--- config.mk ---
export PLATFORM = sky130hd
export DESIGN_NAME = muxbus_seq
export DESIGN_NICKNAME = d
export VERILOG_FILES = /design/src/rtl/muxbus_pkg.sv /design/src/rtl/muxbus_fsm.sv /design/src/rtl/muxbus_lanes.sv /design/src/rtl/muxbus_pins.sv /design/src/rtl/muxbus_seq.sv
export SDC_FILE = /design/constraint.sdc
export NUM_CORES = 1
export LEC_CHECK = 0
export BUFFER_PORTS_ARGS = -buffer_cell sky130_fd_sc_hd__clkbuf_2
export CAP_MARGIN = 20
export CELL_PAD_IN_SITES_DETAIL_PLACEMENT = 1
export CELL_PAD_IN_SITES_GLOBAL_PLACEMENT = 1
export CORE_MARGIN = 2
export CORE_UTILIZATION = 36
export CTS_CLUSTER_SIZE = 24
export DETAILED_ROUTE_END_ITERATION = 10
export PLACE_DENSITY_LB_ADDON = 0.1
export SLEW_MARGIN = 20
export SYNTH_ARGS = -nofsm -noshare
export SYNTH_HDL_FRONTEND = slang
export SYNTH_HIERARCHICAL = 1
export SYNTH_SLANG_ARGS = --single-unit
--- constraint.sdc ---
create_clock -name clk -period 1.8 [get_ports clk]
set_input_delay 0.36 -clock clk [delete_from_list [all_inputs] [get_ports clk]]
set_output_delay 0.36 -clock clk [all_outputs]
set_load 0.02 [all_outputs]
--- src/rtl/muxbus_pkg.sv ---
package muxbus_pkg;

   typedef enum logic [2:0] {
      ST_IDLE = 3'd0,
      ST_T1   = 3'd1,
      ST_T2   = 3'd2,
      ST_T3   = 3'd3,
      ST_TW   = 3'd4,
      ST_T4   = 3'd5,
      ST_HOLD = 3'd6
   } tstate_e;

   typedef enum logic [1:0] {
      INIT_CPU  = 2'd0,
      INIT_DMA  = 2'd1,
      INIT_RFSH = 2'd2,
      INIT_RSVD = 2'd3
   } init_e;

   function automatic logic is_data_phase(input tstate_e s);
      return (s == ST_T2) || (s == ST_T3) || (s == ST_TW) || (s == ST_T4);
   endfunction

endpackage

--- src/rtl/muxbus_fsm.sv ---
module muxbus_fsm
   import muxbus_pkg::*;
(
   input  logic    clk,
   input  logic    rst,
   input  logic    req_valid,
   input  logic    hold_req,
   input  logic    ready,
   output tstate_e state,
   output logic    take,
   output logic    sample
);

   tstate_e nxt;

   always_comb begin
      nxt  = state;
      take = 1'b0;
      unique case (state)
         ST_IDLE, ST_T4: begin
            if (hold_req) begin
               nxt = ST_HOLD;
            end else if (req_valid) begin
               nxt  = ST_T1;
               take = 1'b1;
            end else begin
               nxt = ST_IDLE;
            end
         end
         ST_T1:         nxt = ST_T2;
         ST_T2:         nxt = ST_T3;
         ST_T3, ST_TW:  nxt = ready ? ST_T4 : ST_TW;
         ST_HOLD:       nxt = hold_req ? ST_HOLD : ST_IDLE;
         default:       nxt = ST_IDLE;
      endcase
   end

   // the edge that closes the last T3 or TW is the read sample point
   assign sample = ((state == ST_T3) || (state == ST_TW)) && ready;

   always_ff @(posedge clk or posedge rst) begin
      if (rst) state <= ST_IDLE;
      else     state <= nxt;
   end

endmodule

--- src/rtl/muxbus_lanes.sv ---
module muxbus_lanes #(
   parameter  int DATA_W     = 16,
   parameter  bit BYTE_STEER = 1'b1,
   localparam int NLANE      = DATA_W / 8,
   localparam int LSEL_W     = (NLANE > 1) ? $clog2(NLANE) : 1
) (
   input  logic              byte_mode,
   input  logic [LSEL_W-1:0] lane_sel,
   input  logic [DATA_W-1:0] wdata,
   output logic [DATA_W-1:0] wbus,
   input  logic [DATA_W-1:0] rbus,
   output logic [DATA_W-1:0] rdata
);

   generate
      if (BYTE_STEER) begin : g_steer
         for (genvar g = 0; g < NLANE; g++) begin : g_wlane
            assign wbus[g*8 +: 8] = byte_mode ? wdata[7:0] : wdata[g*8 +: 8];
         end

         logic [7:0] pick;
         always_comb begin
            pick = rbus[7:0];
            for (int k = 0; k < NLANE; k++) begin
               if (lane_sel == LSEL_W'(k)) pick = rbus[k*8 +: 8];
            end
            rdata = byte_mode ? {{(DATA_W-8){1'b0}}, pick} : rbus;
         end
      end else begin : g_pass
         logic unused_sel;
         assign unused_sel = ^{byte_mode, lane_sel};
         assign wbus  = wdata;
         assign rdata = rbus;
      end
   endgenerate

endmodule

--- src/rtl/muxbus_pins.sv ---
module muxbus_pins
   import muxbus_pkg::*;
#(
   parameter  int ADDR_W = 20,
   parameter  int DATA_W = 16,
   localparam int STAT_W = ADDR_W - DATA_W
) (
   input  logic              rst,
   input  tstate_e           state,
   input  logic [ADDR_W-1:0] addr,
   input  logic [DATA_W-1:0] wbus,
   input  logic              wr,
   input  init_e             init,
   output logic [DATA_W-1:0] ad_o,
   output logic              ad_oe,
   output logic [STAT_W-1:0] ahs_o,
   output logic              ahs_oe
);

   logic addr_ph;
   logic data_ph;
   logic alt_init;

   assign addr_ph  = (state == ST_T1);
   assign data_ph  = is_data_phase(state);
   assign alt_init = (init != INIT_CPU);

   assign ad_oe  = !rst && (addr_ph || (data_ph && wr));
   assign ahs_oe = !rst && (addr_ph || data_ph);
   assign ad_o   = addr_ph ? addr[DATA_W-1:0] : wbus;

   generate
      if (STAT_W == 1) begin : g_stat1
         assign ahs_o = addr_ph ? addr[ADDR_W-1:DATA_W] : alt_init;
      end else begin : g_statn
         assign ahs_o = addr_ph ? addr[ADDR_W-1:DATA_W]
                                : {alt_init, {(STAT_W-1){1'b0}}};
      end
   endgenerate

endmodule

--- src/rtl/muxbus_seq.sv ---
module muxbus_seq
   import muxbus_pkg::*;
#(
   parameter  int ADDR_W     = 20,
   parameter  int DATA_W     = 16,
   parameter  bit BYTE_STEER = 1'b1,
   localparam int STAT_W     = ADDR_W - DATA_W,
   localparam int NLANE      = DATA_W / 8,
   localparam int LSEL_W     = (NLANE > 1) ? $clog2(NLANE) : 1
) (
   input  logic              clk,
   input  logic              rst,
   input  logic              req_valid,
   input  logic [ADDR_W-1:0] req_addr,
   input  logic [DATA_W-1:0] req_wdata,
   input  logic              req_write,
   input  logic              req_byte,
   input  logic [1:0]        req_init,
   output logic              req_ack,
   input  logic              ready_i,
   input  logic              hold_i,
   output logic [DATA_W-1:0] ad_o,
   output logic              ad_oe,
   input  logic [DATA_W-1:0] ad_i,
   output logic [STAT_W-1:0] ahs_o,
   output logic              ahs_oe,
   output logic              rd_valid,
   output logic [DATA_W-1:0] rd_data,
   output logic [2:0]        tstate_o
);

   generate
      if ((DATA_W < 16) || (DATA_W % 8 != 0)) begin : g_bad_data_w
         $error("muxbus_seq: DATA_W must be a multiple of 8 and at least 16");
      end
      if (ADDR_W <= DATA_W) begin : g_bad_addr_w
         $error("muxbus_seq: ADDR_W must exceed DATA_W");
      end
   endgenerate

   tstate_e           state;
   logic              take;
   logic              sample;
   logic [ADDR_W-1:0] addr_q;
   logic [DATA_W-1:0] wdata_q;
   logic              wr_q;
   logic              byte_q;
   init_e             init_q;
   logic [DATA_W-1:0] wbus;
   logic [DATA_W-1:0] lane_rdata;
   logic              rd_valid_q;
   logic [DATA_W-1:0] rd_data_q;

   muxbus_fsm u_fsm (
      .clk       (clk),
      .rst       (rst),
      .req_valid (req_valid),
      .hold_req  (hold_i),
      .ready     (ready_i),
      .state     (state),
      .take      (take),
      .sample    (sample)
   );

   always_ff @(posedge clk or posedge rst) begin
      if (rst) begin
         addr_q  <= '0;
         wdata_q <= '0;
         wr_q    <= 1'b0;
         byte_q  <= 1'b0;
         init_q  <= INIT_CPU;
      end else if (take) begin
         addr_q  <= req_addr;
         wdata_q <= req_wdata;
         wr_q    <= req_write;
         byte_q  <= req_byte;
         init_q  <= init_e'(req_init);
      end
   end

   muxbus_lanes #(
      .DATA_W     (DATA_W),
      .BYTE_STEER (BYTE_STEER)
   ) u_lanes (
      .byte_mode (byte_q),
      .lane_sel  (addr_q[LSEL_W-1:0]),
      .wdata     (wdata_q),
      .wbus      (wbus),
      .rbus      (ad_i),
      .rdata     (lane_rdata)
   );

   always_ff @(posedge clk or posedge rst) begin
      if (rst) begin
         rd_valid_q <= 1'b0;
         rd_data_q  <= '0;
      end else begin
         rd_valid_q <= sample && !wr_q;
         if (sample && !wr_q) rd_data_q <= lane_rdata;
      end
   end

   muxbus_pins #(
      .ADDR_W (ADDR_W),
      .DATA_W (DATA_W)
   ) u_pins (
      .rst    (rst),
      .state  (state),
      .addr   (addr_q),
      .wbus   (wbus),
      .wr     (wr_q),
      .init   (init_q),
      .ad_o   (ad_o),
      .ad_oe  (ad_oe),
      .ahs_o  (ahs_o),
      .ahs_oe (ahs_oe)
   );

   assign req_ack  = (state == ST_T1);
   assign rd_valid = rd_valid_q;
   assign rd_data  = rd_data_q;
   assign tstate_o = state;

endmodule

Word level (Yosys, flattened, before mapping)
Index checks and enable logic that the tools add are counted.
{"block": "totals", "regBits": 60, "input_bits": 61, "out_inout_bits": 43, "elab_cells": 44}
{"block": "classes", "eq_ne": 6, "n_mux": 13, "n_reduce_logical": 17}
{"operator": "two-way mux 16 bit", "n": 2}
{"operator": "two-way mux 8 bit", "n": 2}
{"operator": "case mux 3 bit (5 select lines)", "n": 1}
{"operator": "equality test 3 bit, second input constant", "n": 3}
{"operator": "equality test 3 x 2 -> 1 bit, second input constant", "n": 2}
{"operator": "logical OR 1 bit", "n": 6}
{"operator": "two-way mux 3 bit", "n": 2}
{"operator": "logical AND 1 bit", "n": 5}
{"operator": "two-way mux 1 bit", "n": 5}
{"operator": "two-way mux 4 bit", "n": 1}
{"operator": "OR reduction 2 bit", "n": 2}
{"operator": "equality test 3 x 1 -> 1 bit, second input constant", "n": 1}
{"operator": "logical NOT 3 bit", "n": 1}
{"operator": "logical NOT 1 bit", "n": 2}
{"operator": "nonzero test 2 bit", "n": 1}

Depth between registers and ports, before layout
{"block": "logic_depth", "ltp_word": 7, "depth_mapped": 8, "depth_no_buf": 5}

Cells and area by module
The synthesis kept the hierarchy.
{"module": "muxbus_seq", "instances": 1, "cells_per_inst": 122, "area_each_um2": 2150.8, "seq_area_each_um2": 1426.4}
{"module": "muxbus_lanes", "instances": 1, "cells_per_inst": 35, "area_each_um2": 376.6, "seq_area_each_um2": 0.0}
{"module": "muxbus_pins", "instances": 1, "cells_per_inst": 31, "area_each_um2": 292.8, "seq_area_each_um2": 0.0}
{"module": "muxbus_fsm", "instances": 1, "cells_per_inst": 25, "area_each_um2": 212.7, "seq_area_each_um2": 75.1}

Worst setup path before layout
Ideal clock, no wire load.
{"block": "synth_timing", "path_type": "register -> register", "startpoint": "register u_fsm.state[2]", "endpoint": "register rd_data_q[0], in the netlist rd_data[0]", "setup_ns": 0.125, "arrival_time_ns": 2.051, "path_slack_ns": -0.376, "path_stages_with_launch": 9, "cell_sequence": "dfrtp_1 buf_6 or3b_1 o21ai_2 and2_1 nor2b_1 buf_6 buf_6 mux2_4"}
{"block": "synth_between", "elab_chain_len": 4, "elab_cells_between_ends": 5}
{"element": "start, declared", "line": "muxbus_fsm.sv:9", "text": "output tstate_e state,"}
{"element": "start signal, assigned", "line": "muxbus_fsm.sv:43", "text": "else state <= nxt;"}
{"element": "equality test 3 x 2 -> 1 bit / equality test 3 bit (equally long branches)", "line": "muxbus_fsm.sv:39", "text": "assign sample = ((state == ST_T3) || (state == ST_TW)) && ready;"}
{"element": "logical OR 1 bit *", "line": "muxbus_fsm.sv:39"}
{"element": "logical AND 1 bit *", "line": "muxbus_fsm.sv:39"}
{"element": "named net sample", "line": "muxbus_seq.sv:43", "text": "logic sample;"}
{"element": "logical AND 1 bit *", "line": "muxbus_seq.sv:99", "text": "if (sample && !wr_q) rd_data_q <= lane_rdata;"}
{"element": "end signal, assigned", "line": "muxbus_seq.sv:99"}
{"element": "end, declared", "line": "muxbus_seq.sv:52", "text": "logic [DATA_W-1:0] rd_data_q;"}
The timed path passes the listed nets; every way through them passes the cells marked *.
A chain may end at the register's enable or synchronous reset.

Worst setup path after layout
{"block": "layout_timing", "startpoint": "register u_fsm.state[2]", "endpoint": "output ad_o[5]"}
{"block": "layout_between", "elab_chain_len": 2}
{"element": "equality test 3 x 1 -> 1 bit", "line": "muxbus_pins.sv:24", "text": "assign addr_ph = (state == ST_T1);"}
{"element": "two-way mux 16 bit", "line": "muxbus_pins.sv:30", "text": "assign ad_o = addr_ph ? addr[DATA_W-1:0] : wbus;"}
{"element": "end, declared", "line": "muxbus_seq.sv:22", "text": "output logic [DATA_W-1:0] ad_o,"}
Every way passes these cells.

==> results.cfg <==
[run_status]
status = finished, violations left
failed_checks = negative setup slack

[grt]
antenna_found_initial = 0
grt_use_met2_pct = 25.6
grt_pass1_wl_mm = 10.9
use_met1_pct = 19.2
grt_busiest_layer = met2
grtUsageTotal_pct = 15.6
grt_max_degree = 58
use_met3_pct = 5.25
grt_pass1_vias = 2177
grt_overflow = 0

[setup_path]
start_kind = flip-flop
critPathBufInv = 2
reg2reg_to = wdata_q[13]
ff2ff_setup_slack_ns = -0.28
crit_chain = nor3b_4 > buf_12 > mux2_2 > buf_4
crit_path_end_kind = output port
crit_path_top_delay_cell = dfrtp_2
rr_startpoint = u_fsm/state[1]
max_stage_delay_ns = 0.42
critPathKind = reg -> out
critical_path.top_delay_family = flip-flops
reg2regPathDepth = 9
cp_max_fo = 21
worstPathArrival_ns = 1.73
cp_data_required_time_ns = 1.44

[detailed_routing]
vias_per_cell = 4.72
ant_nets = 0
finalWirelength_mm = 7.66
drt-wirelength-per-cell_um = 17.0
drt_pass1_iterations = 4
vias = 2130
dr.first_iter.drc_count = 13
drc = 0

[worst_hold_path]
whs_path_depth = 2
holdPathEnd = wdata_q[8]
hold_start = req_wdata[8]
hold_class = in -> reg

[placed_design]
gp_congestion = 0.738
portBuffers = 103
dp_hpwl_mm = 4.71
place_area_um2 = 3670

[pwr]
p_leak_nw = 2.16
vdd_drop_max_v = 0.00100
finalPower_mw = 8.54
p_per_area_nw_per_um2 = 1930

[finish]
final_cell_area_um2 = 4430
fin_nets = 402
seq_area_um2 = 1500
final_common_cell = clkbuf_2
n_fill_cell = 857
multiInputGateArea_um2 = 1520
synthToLayoutAreaGrowth_pct = 46.0
final_cell_mix = 85 x clkbuf_2, 59 x dfrtp_1, 46 x mux2_2
n_antenna_cell = 0
drive_above_1_share_pct = 73.4

[die]
pin_count = 104
dieArea_um2 = 9170
die_w_um = 95.8
die_h_um = 95.8
row_count = 33
start_util_pct = 37.1
core_area_um2 = 8180

[clocking]
htree_levels = 3
clk_pin_slew_worst_paths_ns = 0.07
clock-sinks = 60
clk_latency_ns = 0.34
clockBufferDepth = 2
cts_tree = yes
numCtsBuffers = 9
cts-root-buf = clkbuf_8

[logic_synthesis]
synth_nets = 274
synth-simple-area-share_pct = 7.01
synth_compound_area_share_pct = 2.56
yosysTopAreaCellShare_pct = 49.5
yosys-top-cells-area = dfrtp_1 50%, mux2_2 26%, mux2_4 9.4%
synth_warnings = 6
synthCells = 213
synth-adder-area-share_pct = 0
syn-cell-area_um2 = 3030
synth_seq_area_share_pct = 49.5
synth-xor-area-share_pct = 0.289
yosys.area.top_type = dfrtp_1
synth_top_family_by_area = multiplexers
ys_types = 27
avgSynthCellArea_um2 = 14.2
synthMuxAreaShare_pct = 35.0
ys_ff_latch = 60

[sta]
worstMarginPinSlew_ns = 0.326
layout_setup_ws_ns = -0.290
finalSetupViolCount = 79
slew_viol_final = 0
hold_viol_final = 0
relSlewSlack_pct = 78.3
post-route-min-period_ns = 2.09
max_freq_mhz = 478
rsz0062_at_grt = true
finClkSkew_ns = 0.00697
hold_ws_ns = 0.251
finalCritPeriodShare_pct = 116

[run]
drv_cap = 0
through the flow:
| step | setup TNS (ns) | cells | utilization, % | setup WS [ns] |
|---|---|---|---|---|
| 6_report | -17.53 | 451 | 54.1 | -0.290 |
| 5_1_grt | -21.71 | 451 | 54.1 | -0.344 |
| 4_1_cts | -8.89 | 437 | 50.0 | -0.303 |
| 3_5_place_dp | -0.148 | 413 | 44.9 | -0.0258 |
| 3_3_place_gp | 0 | 413 | 44.9 | 0.0153 |
| 2_1_floorplan | -2.68 | 213 | - | -0.217 |
power by group:
part	switching, mW	internal (mW)	total, mW	leakage [nW]
Sequential	0.427	2.02	2.45	0.726
Combinational	2.03	2.54	4.57	1.31
Clock	0.527	0.994	1.52	0.127
Total	2.99	5.55	8.54	2.16
how the worst max path moves through the flow:
stage	depth (start not counted)	to	from	slack, ns
floorplan	8	rd_data[0]	u_fsm/state[2]	-0.22
finish	4	ad_o[5]	u_fsm/state[2]	-0.29
detailed placement	6	rd_data[11]	u_fsm/state[1]	-0.03
CTS	4	ad_o[9]	u_fsm/state[2]	-0.30
global placement	6	rd_data[8]	u_fsm/state[1]	0.02
global route	4	ad_o[8]	u_fsm/state[0]	-0.34
area by class of cell:
type                       count  area share, %
multi-input combinational    131           34.2
sequential                    60           33.9
timing repair buffer         136           23.0
clock buffer                  12           3.50
tap                          105           2.97
clock inverter                 4           2.15
inverter                       3          0.254
synth_stat cells, drive strengths merged:
library cell / instances
and2b: 6
nand2: 4
a211oi: 3
inv: 3
a21oi: 2
a32oi: 1
nor2: 4
or3b: 1
nor3: 2
xor2: 1
nor2b: 6
o211a: 1
buf: 19
and2: 4
o21ai: 3
nor3b: 2
mux2: 88
dfrtp: 60
o21bai: 1
nand2b: 2
cell families (layout without fill, tap and decap cells):
| kind of cell | count (synthesis) | count (layout) |
|---|---|---|
| flops | 60 | 60 |
| mux | 88 | 88 |
| simple gates | 31 | 31 |
| xor+xnor | 1 | 1 |
| buf+inv | 22 | 155 |
| compound gates | 11 | 11 |
layer usage:
layer	share of wire [%]	vias to the layer above
li1	-	999
met1	44	1061
met2	49	64
met3	5.8	6
met4	0.95	0
met5	0	-
what timing repair did:
action / CTS / global route
endpoints found under the hold margin: 3 / 0
pin swaps: 4 / 3
buffers inserted: 6 / 9
resized for setup: 21 / 59
cloned: 1 / 7
setup endpoints to repair: 39 / 79
hold buffers: 1 / 0
state kept, by name, summed over array words and instances, names as in the netlist:
name and cells:
addr_q 20, byte_q 1, init_q 2, rd_data 16, rd_valid 1, u_fsm/state 3
wdata_q 16, wr_q 1
Note: power is estimated with default switching activity, not from simulation.
